==> src/rtl/irqc_pkg.sv <==
package irqc_pkg;
  localparam int NSRC  = 5;
  localparam int NFLAG = 7;
  localparam int SIW   = $clog2(NSRC);

  // source index, also flag index for the first NSRC flags
  localparam int SRC_T0  = 0;
  localparam int SRC_T1  = 1;
  localparam int SRC_T2  = 2;
  localparam int SRC_RC  = 3;
  localparam int SRC_ADP = 4;
  // extra per-channel flags
  localparam int FL_CH0  = 5;
  localparam int FL_CH1  = 6;
endpackage

==> src/rtl/irqc_flag.sv <==
module irqc_flag (
  input  logic clk,
  input  logic rst_n,
  input  logic hw_set,
  input  logic svc_clr,
  input  logic sw_wr,
  input  logic sw_val,
  output logic q
);
  // an event always wins, so no pulse is ever lost
  always_ff @(posedge clk or negedge rst_n) begin
    if (!rst_n)       q <= 1'b0;
    else if (hw_set)  q <= 1'b1;
    else if (svc_clr) q <= 1'b0;
    else if (sw_wr)   q <= sw_val;
  end
endmodule

==> src/rtl/irqc_prio.sv <==
module irqc_prio #(
  parameter int N  = 5,
  parameter int IW = $clog2(N)
) (
  input  logic [N-1:0]  req,
  output logic          any,
  output logic [IW-1:0] idx
);
  always_comb begin
    any = |req;
    idx = '0;
    for (int i = N - 1; i >= 0; i--) begin
      if (req[i]) idx = i[IW-1:0];
    end
  end
endmodule

==> src/rtl/irqc_call.sv <==
module irqc_call #(
  parameter int IW = 3
) (
  input  logic          clk,
  input  logic          rst_n,
  input  logic          take,
  input  logic [IW-1:0] take_idx,
  input  logic          call_ack,
  output logic          call_req,
  output logic [IW-1:0] call_idx,
  output logic          fire
);
  always_ff @(posedge clk or negedge rst_n) begin
    if (!rst_n) begin
      call_req <= 1'b0;
      call_idx <= '0;
    end else if (call_req) begin
      if (call_ack) call_req <= 1'b0;
    end else if (take) begin
      call_req <= 1'b1;
      call_idx <= take_idx;
    end
  end

  assign fire = call_req & call_ack;
endmodule

==> src/rtl/irq_vector_ctrl.sv <==
module irq_vector_ctrl
  import irqc_pkg::*;
#(
  parameter int DW       = 8,
  parameter int VEC_W    = 8,
  parameter int VEC_BASE = 8,
  parameter int VEC_STEP = 4
) (
  input  logic             clk,
  input  logic             rst_n,
  input  logic             evt_tmr0,
  input  logic             evt_tmr1,
  input  logic             evt_tmr2_uart,
  input  logic             evt_rcosc,
  input  logic             evt_ch0_empty,
  input  logic             evt_ch1_empty,
  input  logic             reg_wr,
  input  logic             reg_sel,
  input  logic [DW-1:0]    reg_wdata,
  output logic [DW-1:0]    ctrl_a_q,
  output logic [DW-1:0]    ctrl_b_q,
  input  logic             stack_full,
  input  logic             reti_en,
  output logic             call_req,
  output logic [VEC_W-1:0] call_vec,
  input  logic             call_ack,
  output logic             wake
);
  logic             wr_a, wr_b;
  logic             emi_q;
  logic [NSRC-1:0]  en_q;
  logic [NFLAG-1:0] fl_q, hw_set, svc_clr, sw_wr, sw_val;
  logic [NSRC-1:0]  live;
  logic             any_live, take, fire;
  logic [SIW-1:0]   win_idx, call_idx;
  logic             unused_wdata;

  assign wr_a = reg_wr & ~reg_sel;
  assign wr_b = reg_wr &  reg_sel;
  assign unused_wdata = reg_wdata[1];

  // master enable: service clears, return strobe sets, then software
  always_ff @(posedge clk or negedge rst_n) begin
    if (!rst_n)       emi_q <= 1'b0;
    else if (fire)    emi_q <= 1'b0;
    else if (reti_en) emi_q <= 1'b1;
    else if (wr_a)    emi_q <= reg_wdata[0];
  end

  always_ff @(posedge clk or negedge rst_n) begin
    if (!rst_n) begin
      en_q <= '0;
    end else begin
      if (wr_a) begin
        en_q[SRC_T0]  <= reg_wdata[2];
        en_q[SRC_T1]  <= reg_wdata[3];
        en_q[SRC_RC]  <= reg_wdata[4];
        en_q[SRC_ADP] <= reg_wdata[7];
      end
      if (wr_b) en_q[SRC_T2] <= reg_wdata[0];
    end
  end

  // event, write and service wiring per flag
  always_comb begin
    hw_set[SRC_T0]  = evt_tmr0;
    hw_set[SRC_T1]  = evt_tmr1;
    hw_set[SRC_T2]  = evt_tmr2_uart;
    hw_set[SRC_RC]  = evt_rcosc;
    hw_set[SRC_ADP] = evt_ch0_empty | evt_ch1_empty;
    hw_set[FL_CH0]  = evt_ch0_empty;
    hw_set[FL_CH1]  = evt_ch1_empty;

    sw_wr  = {wr_b, wr_b, wr_b, wr_b, wr_b, wr_a, wr_a};
    sw_val[SRC_T0]  = reg_wdata[5];
    sw_val[SRC_T1]  = reg_wdata[6];
    sw_val[SRC_T2]  = reg_wdata[4];
    sw_val[SRC_RC]  = reg_wdata[5];
    sw_val[SRC_ADP] = reg_wdata[6];
    sw_val[FL_CH0]  = reg_wdata[3];
    sw_val[FL_CH1]  = reg_wdata[7];
  end

  for (genvar k = 0; k < NFLAG; k++) begin : g_flag
    localparam int SVC = (k < NSRC) ? k : SRC_ADP;
    assign svc_clr[k] = fire && (call_idx == SIW'(SVC));
    irqc_flag u_flag (
      .clk     (clk),
      .rst_n   (rst_n),
      .hw_set  (hw_set[k]),
      .svc_clr (svc_clr[k]),
      .sw_wr   (sw_wr[k]),
      .sw_val  (sw_val[k]),
      .q       (fl_q[k])
    );
  end

  assign live = fl_q[NSRC-1:0] & en_q;
  assign wake = |live;

  irqc_prio #(.N(NSRC), .IW(SIW)) u_prio (
    .req (live),
    .any (any_live),
    .idx (win_idx)
  );

  assign take = emi_q & ~stack_full & any_live;

  irqc_call #(.IW(SIW)) u_call (
    .clk      (clk),
    .rst_n    (rst_n),
    .take     (take),
    .take_idx (win_idx),
    .call_ack (call_ack),
    .call_req (call_req),
    .call_idx (call_idx),
    .fire     (fire)
  );

  assign call_vec = call_req ?
      VEC_W'(VEC_BASE) + VEC_W'(call_idx) * VEC_W'(VEC_STEP) : '0;

  always_comb begin
    ctrl_a_q    = '0;
    ctrl_a_q[0] = emi_q;
    ctrl_a_q[2] = en_q[SRC_T0];
    ctrl_a_q[3] = en_q[SRC_T1];
    ctrl_a_q[4] = en_q[SRC_RC];
    ctrl_a_q[5] = fl_q[SRC_T0];
    ctrl_a_q[6] = fl_q[SRC_T1];
    ctrl_a_q[7] = en_q[SRC_ADP];

    ctrl_b_q    = '0;
    ctrl_b_q[0] = en_q[SRC_T2];
    ctrl_b_q[3] = fl_q[FL_CH0];
    ctrl_b_q[4] = fl_q[SRC_T2];
    ctrl_b_q[5] = fl_q[SRC_RC];
    ctrl_b_q[6] = fl_q[SRC_ADP];
    ctrl_b_q[7] = fl_q[FL_CH1];
  end
endmodule

==> config.mk <==
export PLATFORM = sky130hd
export DESIGN_NAME = irq_vector_ctrl
export DESIGN_NICKNAME = d
export VERILOG_FILES = /design/src/rtl/irqc_pkg.sv /design/src/rtl/irqc_flag.sv /design/src/rtl/irqc_prio.sv /design/src/rtl/irqc_call.sv /design/src/rtl/irq_vector_ctrl.sv
export SDC_FILE = /design/constraint.sdc
export NUM_CORES = 1
export LEC_CHECK = 0
export CAP_MARGIN = 20
export CORE_MARGIN = 2
export CORE_UTILIZATION = 30
export CTS_CLUSTER_DIAMETER = 100
export DETAILED_ROUTE_END_ITERATION = 12
export DONT_BUFFER_PORTS = 1
export GPL_TIMING_DRIVEN = 0
export PLACE_DENSITY = 0.41
export SYNTH_ARGS = -nofsm -noshare
export SYNTH_HDL_FRONTEND = slang
export SYNTH_SLANG_ARGS = --single-unit
==> constraint.sdc <==
create_clock -name clk -period 1.6 [get_ports clk]
set_clock_uncertainty 0.2 [all_clocks]
set_input_delay 0.24 -clock clk [delete_from_list [all_inputs] [get_ports clk]]
set_output_delay 0.24 -clock clk [all_outputs]
set_load 0.1 [all_outputs]
**After elaboration in Yosys (flattened, before gate mapping)**

Cells that the tools add are included.

- Register bits after elaboration: 17
- Bits in latches: 0
- Bits in writable memories: 0
- Memory bits (read-only): 0
- Input bits: 21
- Output and inout bits: 26
- Logic and storage cells: 76
- Memories: 0

- Add/sub/neg operators: 1
- Multiply operators: 0
- Div/mod/pow operators: 0
- Order comparisons: 0
- Equal/unequal tests: 4
- Shifts and indexed selects: 0
- Multiplexer cells: 33
- Bitwise gates (word level): 10
- Reductions and logical operators: 16

Operators by type and width:

| cell | number |
|---|---|
| two-way mux 1 bit | 27 |
| nonzero test 3 bit | 8 |
| two-way mux 3 bit | 5 |
| adder 4 x 5 -> 6 bit, first input constant | 1 |
| equality test 3 x 2 -> 1 bit, second input constant | 2 |
| two-way mux 6 bit | 1 |
| AND 1 bit | 5 |
| AND 5 bit | 1 |
| logical AND 1 bit | 5 |
| OR reduction 5 bit | 1 |
| equality test 3 x 1 -> 1 bit, second input constant | 1 |
| equality test 3 bit, second input constant | 1 |
| zero test 3 bit | 1 |
| inverter 1 bit | 3 |
| AND reduction 2 bit | 1 |
| bitwise OR 1 bit | 1 |

**Longest topological paths before layout**

Gate-level depths: netlist of run 1.

- Word-level depth: 6
- Depth in mapped cells: 4
- Mapped depth without buffers: 3

**Hierarchy**

A second synthesis of run 1 with hierarchy kept.

- Cells, all modules: 87
- Area, all modules: 984.7 µm²

Modules (own cells, without submodules):

| module | times used | cells an instance | area an instance (µm²) | seq. area each (µm²) |
|---|---|---|---|---|
| irq_vector_ctrl | 1 | 47 | 459.2 | 150.1 |
| irqc_flag | 7 | 3 | 42.5 | 25.0 |
| irqc_call | 1 | 11 | 178.9 | 100.1 |
| irqc_prio | 1 | 8 | 48.8 | 0.0 |

**Least setup slack after synthesis of run 1**

OpenSTA, ideal clock, no wires.

- Path kind: register to output
- From: reg u_call.call_req
- To: out call_vec[2]
- Data arrival time: 2.504 ns
- Data required time: 1.160 ns
- Setup slack: -1.344 ns
- Cell stages (with the launch flop): 3
- Path buffers: 0
- Cells stage by stage: dfrtp_1 > inv_1 > nor2_1

- Word-level cells in the longest chain between the ends: 1

Ends and longest elaborated chain:

| element | RTL line | source |
|---|---|---|
| start: declaration | irqc_call.sv:9 | `output logic call_req,` |
| start signal: assignment | irqc_call.sv:15 | `call_req <= 1'b0;` |
| start signal: assignment | irqc_call.sv:18 | `if (call_ack) call_req <= 1'b0;` |
| start signal: assignment | irqc_call.sv:20 | `call_req <= 1'b1;` |
| two-way mux 6 bit | irq_vector_ctrl.sv:120 | `assign call_vec = call_req ?` |
| end: declaration | irq_vector_ctrl.sv:25 | `output logic [VEC_W-1:0] call_vec,` |

Every way passes these cells.

**Final worst setup path of run 1**

- From: reg en_q[1]
- To: out wake

- Word-level cells in the longest chain between the ends: 2

Ends and longest elaborated chain:

| element | RTL line | source |
|---|---|---|
| start: declaration | irq_vector_ctrl.sv:31 | `logic [NSRC-1:0] en_q;` |
| start signal: indexed assignment | irq_vector_ctrl.sv:55 | `en_q[SRC_T0] <= reg_wdata[2];` |
| start signal: indexed assignment | irq_vector_ctrl.sv:56 | `en_q[SRC_T1] <= reg_wdata[3];` |
| start signal: indexed assignment | irq_vector_ctrl.sv:57 | `en_q[SRC_RC] <= reg_wdata[4];` |
| AND 5 bit | irq_vector_ctrl.sv:98 | `assign live = fl_q[NSRC-1:0] & en_q;` |
| OR reduction 5 bit | irq_vector_ctrl.sv:99 | `assign wake = \|live;` |
| end: declaration | irq_vector_ctrl.sv:27 | `output logic wake` |

Every way passes these cells.

==> flow_metrics.env, run 1 <==
export IMPL_status="complete, but fails checks"
export IMPL_violations="setup timing"
export IMPL_htree_levels=1
export IMPL_max_cap_violations=0
export IMPL_combPwrFrac_pct=47.3
export IMPL_yosysWarnings=0
export IMPL_wl_met1_mm=1.081
export IMPL_p_total_mw=2.124
export IMPL_met2RoutedLength_mm=1.193
export IMPL_pre_cts_ws_ps=-317.4
export IMPL_period_share_pct=139.0
export IMPL_hold_class="in2reg"
export IMPL_yosysSeqAreaShare_pct=42.82
export IMPL_diodes=0
export IMPL_area_growth_syn_to_layout_pct=39.80
export IMPL_drive_gt1_share_pct=41.67
export IMPL_cts_clk_slew_worst_paths_ps=100
export IMPL_grt_pass1_vias=749
export IMPL_final_cell_mix="17 x buf_4, 17 x dlygate4sd3_1, 9 x dfrtp_1"
export IMPL_fin_nets=143
export IMPL_drtPass1Iterations=3
export IMPL_cts_tree="yes"
export IMPL_postRouteAntennaNets=0
export IMPL_slew_headroom_pct=44.80
export IMPL_initial_core_util_pct=32.02
export IMPL_grt_util_all_layers_pct=13.64
export IMPL_crit_chain="a22o_4, or3_4"
export IMPL_rows=20
export IMPL_met3_length_um=167
export IMPL_num_vias=755
export IMPL_grt_overflow=0
export IMPL_synth_cells=90
export IMPL_die_x_um=61.55
export IMPL_highest_signal_layer="met4"
export IMPL_cts_buffers_inserted=3
export IMPL_remaining_drc_errors=0
export IMPL_max_stage_delay_ps=640
export IMPL_drtIter0Drc=6
export IMPL_clock_sinks=17
export IMPL_place_gp_congestion=0.7542
export IMPL_arrival_ps=1780
export IMPL_pwr_share_seq_pct=41.7
export IMPL_die_h_um=61.55
export IMPL_avgViaCountPerCell=4.604
export IMPL_cp_start_kind="flop"
export IMPL_fin_util_pct=44.76
export IMPL_peakVddDrop_v=0.0005632
export IMPL_slew_viol_final=0
export IMPL_io_pins=47
export IMPL_antenna_found_initial=0
export IMPL_root_buffer="clkbuf_4"
export IMPL_crit_type="reg2out"
export IMPL_p_per_area_mw_per_mm2=1530
export IMPL_worstMarginPinSlew_ps=825.3
export IMPL_clock_fmax_ghz=0.4496
export IMPL_wl_mm=2.462
export IMPL_synth_area_top_cells="dfrtp_1 43%, buf_4 11%, mux2i_1 7.1%, mux2_2 5.7%, o21bai_1 4.5%"
export IMPL_synth_top_area_share_pct=42.82
export IMPL_endpoint_kind="primary output"
export IMPL_cp_max_fo=4
export IMPL_grt_max_degree=18
export IMPL_p_sw_mw=1.194
export IMPL_required_ps=1160
export IMPL_fill_cells=335
export IMPL_syn_area_per_cell_um2=11.04
export IMPL_min_period_ps=2224
export IMPL_yosysTopAreaCell="dfrtp_1"
export IMPL_fin_tns_setup_ps=-2251
export IMPL_setup_viol=9
export IMPL_grt_pass1_wl_mm=3.677
export IMPL_core_area_mm2=0.003103
export IMPL_dieArea_mm2=0.003788
export IMPL_wire_per_inst_um=15.01
export IMPL_finalHoldViolCount=0
export IMPL_power_internal_uw=930.7
export IMPL_clkPwrFrac_pct=11.1
export IMPL_dp_hpwl_mm=1.753
export IMPL_cts_buffer_depth=2
export IMPL_syn_area_um2=993.5
export IMPL_ys_types=29
export IMPL_setup_ws_ps=-624.4
export IMPL_port_buffer_count=0
export IMPL_ys_seq_elements=17
export IMPL_rsz0062_at_grt="yes"
export IMPL_p_leak_nw=0.6218
export IMPL_cp_slowest_cell="dfrtp_4"
export IMPL_clock_latency_ps=290
export IMPL_switching_share_pct=56.19
==> flip-flops by register name (all words and copies together) (netlist names) <==
signal	flops
g_flag.u_flag.q	7
u_call.call_req	1
emi_q	1
u_call.call_idx	3
en_q	5
==> power groups by stage <==
stage	Sequential, mW	Combinational (mW)	Clock, mW
2_1_floorplan	0.835	0.845	0
3_3_place_gp	0.870	0.890	0
3_5_place_dp	0.872	0.896	0
4_1_cts	0.872	0.962	0.252
5_1_grt	0.912	1.05	0.279
6_report	0.885	1.00	0.235
==> cells by family (layout without fill, tap and decap cells) <==
| group | Yosys count | in the layout | synth area share [%] |
|---|---|---|---|
| mux | 13 | 13 | 14.23 |
| flops | 17 | 17 | 42.82 |
| fa+ha+maj | 1 | 1 | 1.259 |
| buf+inv | 18 | 42 | 13.22 |
| other cells | 1 | 7 | 0.3775 |
| compound gates | 18 | 18 | 13.85 |
| simple gates | 22 | 22 | 14.23 |
==> area by class of cell <==
type	count	area (um^2)	area share [%]
multi-input cells	61	529.3	38.11
clock buffers	4	26.28	1.892
flip-flops and latches	17	447.9	32.25
repair buffers	20	196.4	14.14
plain buffers	16	123.9	8.919
well taps	44	55.05	3.964
inverters	2	10.01	0.7207
==> worst max-delay path: cells and delay by family (launching register included) <==
| kind | cells | cell delay, ps |
|---|---|---|
| DFF | 1 | 640 |
| and+or+nand+nor | 1 | 540 |
| AOI/OAI and AO/OA | 1 | 310 |
==> metrics by stage <==
step / cells / instance area, um^2 / hold WS (ps)
3_3_place_gp: 140 / 1114 / -255.1
2_1_floorplan: 96 / 1059 / -255.6
5_1_grt: 164 / 1389 / 19.14
3_5_place_dp: 140 / 1114 / -255.1
6_report: 164 / 1389 / 28.47
4_1_cts: 162 / 1335 / 42.82
==> metal layers <==
metal,vias to the layer above,global-route usage (%)
met5,-,0
met4,0,2.736
met3,2,4.622
met2,32,23.61
met1,367,16.47
li1,354,-
==> cells in the mapped netlist, drive strengths merged <==
| cell type | count |
|---|---|
| nand4b | 1 |
| mux2 | 6 |
| nand2b | 1 |
| or3 | 1 |
| o31ai | 1 |
| inv | 2 |
| o21ai | 3 |
| o2bb2ai | 2 |
| ha | 1 |
| nand3b | 1 |
| o21a | 1 |
| mux2i | 7 |
| and2 | 3 |
| nor2 | 6 |
| nand2 | 5 |
| a2bb2oi | 1 |
| conb | 1 |
| buf | 16 |
| a22o | 2 |
| a21oi | 1 |
| dfrtp | 17 |
| nor3b | 2 |
| nor3 | 2 |
| o21bai | 6 |
| a32oi | 1 |
==> path summary, 6_finish.rpt <==
path | from | cells after the start | to | slack, ps
setup / recovery | en_q[1] | 2 | wake | -620
max in group asynchronous | rst_n | 1 | en_q[0] | 320
hold reg to reg | g_flag[5].u_flag.q | 2 | g_flag[5].u_flag.q | 380
min in group asynchronous | rst_n | 1 | g_flag[5].u_flag.q | 280
setup reg to reg | en_q[2] | 4 | u_call.call_req | -120
hold / removal | call_ack | 3 | g_flag[5].u_flag.q | 30
==> repair_timing <==
| item | in CTS | in global routing |
|---|---|---|
| buffers inserted | 1 | 2 |
| pin swaps | 5 | 9 |
| resized for setup | 4 | 9 |
| hold endpoints to repair | 34 | 0 |
| hold buffers | 17 | 0 |
| setup endpoints to repair | 11 | 12 |
No activity file was read; power rests on OpenSTA's default activity.
==> run 2: changes to the inputs <==
Settings changed: ABC_AREA set to 1.
==> run 2 against run 1 <==
Combinational power rose by 15%; highest routed layer unchanged; flip-flop and latch count did not move; the run still ends with setup timing left; largest cell class unchanged; register-to-register slack better by 50 ps.
==> flow_metrics.env, run 2 <==
export IMPL_required_ps=1160
export IMPL_die_x_um=61.62
export IMPL_clkPwrFrac_pct=10.6
export IMPL_synth_most_common_cell="nand2_1"
export IMPL_status="complete, but fails checks"
export IMPL_ys_flop_type="dfrtp_1"
export IMPL_power_internal_uw=964.2
export IMPL_p_sw_mw=1.274
export IMPL_grt_max_degree=18
export IMPL_ys_seq_elements=17
export IMPL_clock_sinks=17
export IMPL_drtIter0Drc=19
export IMPL_fill_cells=336
export IMPL_clock_latency_ps=290
export IMPL_postRouteAntennaNets=0
export IMPL_peakVddDrop_v=0.0005916
export IMPL_synth_top_area_share_pct=42.71
export IMPL_switching_share_pct=56.93
export IMPL_synth_cells=125
export IMPL_ys_types=23
export IMPL_period_share_pct=124.4
export IMPL_dp_hpwl_mm=1.828
export IMPL_p_leak_nw=0.6988
export IMPL_num_vias=864
export IMPL_pwr_share_seq_pct=38.2
export IMPL_io_pins=47
export IMPL_drtPass1Iterations=4
export IMPL_avgViaCountPerCell=4.277
export IMPL_syn_area_um2=996.0
export IMPL_cp_start_kind="flop"
export IMPL_place_gp_congestion=0.6895
export IMPL_finalHoldViolCount=0
export IMPL_synth_edf_count=0
export IMPL_wl_mm=2.477
export IMPL_remaining_drc_errors=0
export IMPL_reg_top3="g_flag.u_flag.q x7, en_q x5, u_call.call_idx x3"
export IMPL_setup_viol=8
export IMPL_violations="setup timing"
export IMPL_crit_type="reg2out"
export IMPL_combPwrFrac_pct=51.2
export IMPL_clock_fmax_ghz=0.5025
export IMPL_largest_register_ffs=7
export IMPL_slew_viol_final=0
export IMPL_top_register="g_flag.u_flag.q"
export IMPL_final_common_cell="nand2_1"
export IMPL_dieArea_mm2=0.003797
export IMPL_min_period_ps=1990
export IMPL_cts_buffer_depth=2
export IMPL_yosysWarnings=0
export IMPL_grt_pass1_wl_mm=3.663
export IMPL_arrival_ps=1550
export IMPL_cts_buffers_inserted=3
export IMPL_core_area_mm2=0.003103
export IMPL_fin_tns_setup_ps=-1980
export IMPL_yosysTopAreaCell="dfrtp_1"
export IMPL_rsz0062_at_grt="yes"
export IMPL_worstMarginPinSlew_ps=773.2
export IMPL_grt_util_all_layers_pct=13.46
export IMPL_area_growth_syn_to_layout_pct=47.74
export IMPL_rows=20
export IMPL_yosysSeqAreaShare_pct=42.71
export IMPL_hold_class="in2reg"
export IMPL_fin_nets=181
export IMPL_wire_per_inst_um=12.26
export IMPL_setup_ws_ps=-389.9
export IMPL_cts_tree="yes"
export IMPL_cts_clk_slew_worst_paths_ps=110
export IMPL_drive_gt1_share_pct=37.34
export IMPL_async_flop_share_pct=100.0
export IMPL_p_per_area_mw_per_mm2=1521
export IMPL_port_buffer_count=0
export IMPL_cp_max_fo=7
export IMPL_initial_core_util_pct=32.10
export IMPL_ys_top_cells_by_count="34 x nand2_1, 17 x dfrtp_1, 15 x buf_4, 15 x inv_1, 8 x o21ai_0"
export IMPL_syn_area_per_cell_um2=7.968
export IMPL_htree_levels=1
export IMPL_endpoint_kind="primary output"
export IMPL_die_h_um=61.62
export IMPL_grt_pass1_vias=829
export IMPL_diodes=0
export IMPL_synth_area_top_cells="dfrtp_1 43%, nand2_1 13%, buf_4 11%, inv_1 5.7%, a21o_1 4.5%"
export IMPL_max_cap_violations=0
export IMPL_antenna_found_initial=0
export IMPL_slew_headroom_pct=48.28
export IMPL_root_buffer="clkbuf_4"
export IMPL_final_cell_mix="24 x nand2_1, 20 x buf_4, 17 x dlygate4sd3_1"
export IMPL_grt_overflow=0
export IMPL_pre_cts_ws_ps=-183.6
[run 2: cell types whose count changed in the layout (fill, tap and decap cells not counted), sizes merged, moves of 5 or more]
cell    delta
a21o       +6
inv       +10
mux2       -5
mux2i      -7
nand2     +34
nand3      +6
o21ai      +6
o21bai     -5
[run 2: final timing paths]
check                           startpoint              end  slack [ps]  cells after the start
max                        u_call.call_req      call_vec[3]        -390                      2
min                                 reg_wr          en_q[0]          10                      4
max reg2reg                        en_q[1]  u_call.call_req         -70                      6
min reg2reg                          emi_q            emi_q         380                      2
max in group asynchronous            rst_n          en_q[4]         370                      1
min in group asynchronous            rst_n          en_q[3]         260                      1
[run 2: per-layer routing]
| layer | routed length (um) | GRT usage [%] | vias up |
|---|---|---|---|
| li1 | - | - | 435 |
| met3 | 150 | 4.622 | 2 |
| met2 | 1291 | 23.61 | 29 |
| met5 | 0 | 0 | - |
| met1 | 1017 | 15.55 | 398 |
| met4 | 17 | 3.647 | 0 |
[run 2: kinds of logic after synthesis]
group | after synthesis | share of synthesized area (%)
AO/OA/AOI/OAI | 19 | 11.68
adder cells (fa/ha/maj) | 1 | 1.256
buffers and inverters | 32 | 18.47
flip-flops | 17 | 42.71
multiplexers | 1 | 1.131
other | 1 | 0.3765
AND/OR/NAND/NOR | 54 | 24.37
[run 2: power by group through the flow]
stage | Combinational (mW) | Clock (mW) | Sequential (mW)
CTS | 1.08 | 0.245 | 0.867
floorplan | 0.883 | 0 | 0.848
global placement | 0.931 | 0 | 0.885
global route | 1.21 | 0.256 | 0.873
finish | 1.15 | 0.237 | 0.856
detailed placement | 0.935 | 0 | 0.890
[run 2: final cells by class]
type                            instances  area, um^2  share of cell area (%)
Buffer                                 16       123.9                   8.418
Clock buffer                            4       26.28                   1.786
Inverter                               16       73.82                   5.017
Multi-Input combinational cell         82       523.0                   35.54
Sequential cell                        17       450.4                   30.61
Tap cell                               44       55.05                   3.741
Timing Repair Buffer                   23       219.0                   14.88
[run 2: critical path, cell delays in order (launching register included)]
cell and delay (ps):
dfrtp_4 710, inv_4 60, nor2_4 490
[run 2: repair_timing]
action | 4_1_cts | 5_1_grt
setup buffers | 3 | 4
pin swaps | 7 | 6
gates resized for setup | 14 | 4
endpoints found under the hold margin | 31 | 0
hold buffers | 17 | 0
setup endpoints to repair | 8 | 13
[run 2: stage by stage]
stage	instance area (um^2)	util (%)	std cells	power [mW]	hold WS (ps)
finish	1471	47.42	202	2.238	14.68
global route	1471	47.42	202	2.339	42.36
CTS	1433	46.17	199	2.197	7.457
detailed placement	1155	37.22	175	1.825	-255.1
global placement	1155	37.22	175	1.816	-255.1
floorplan	1100	-	131	1.731	-255.6
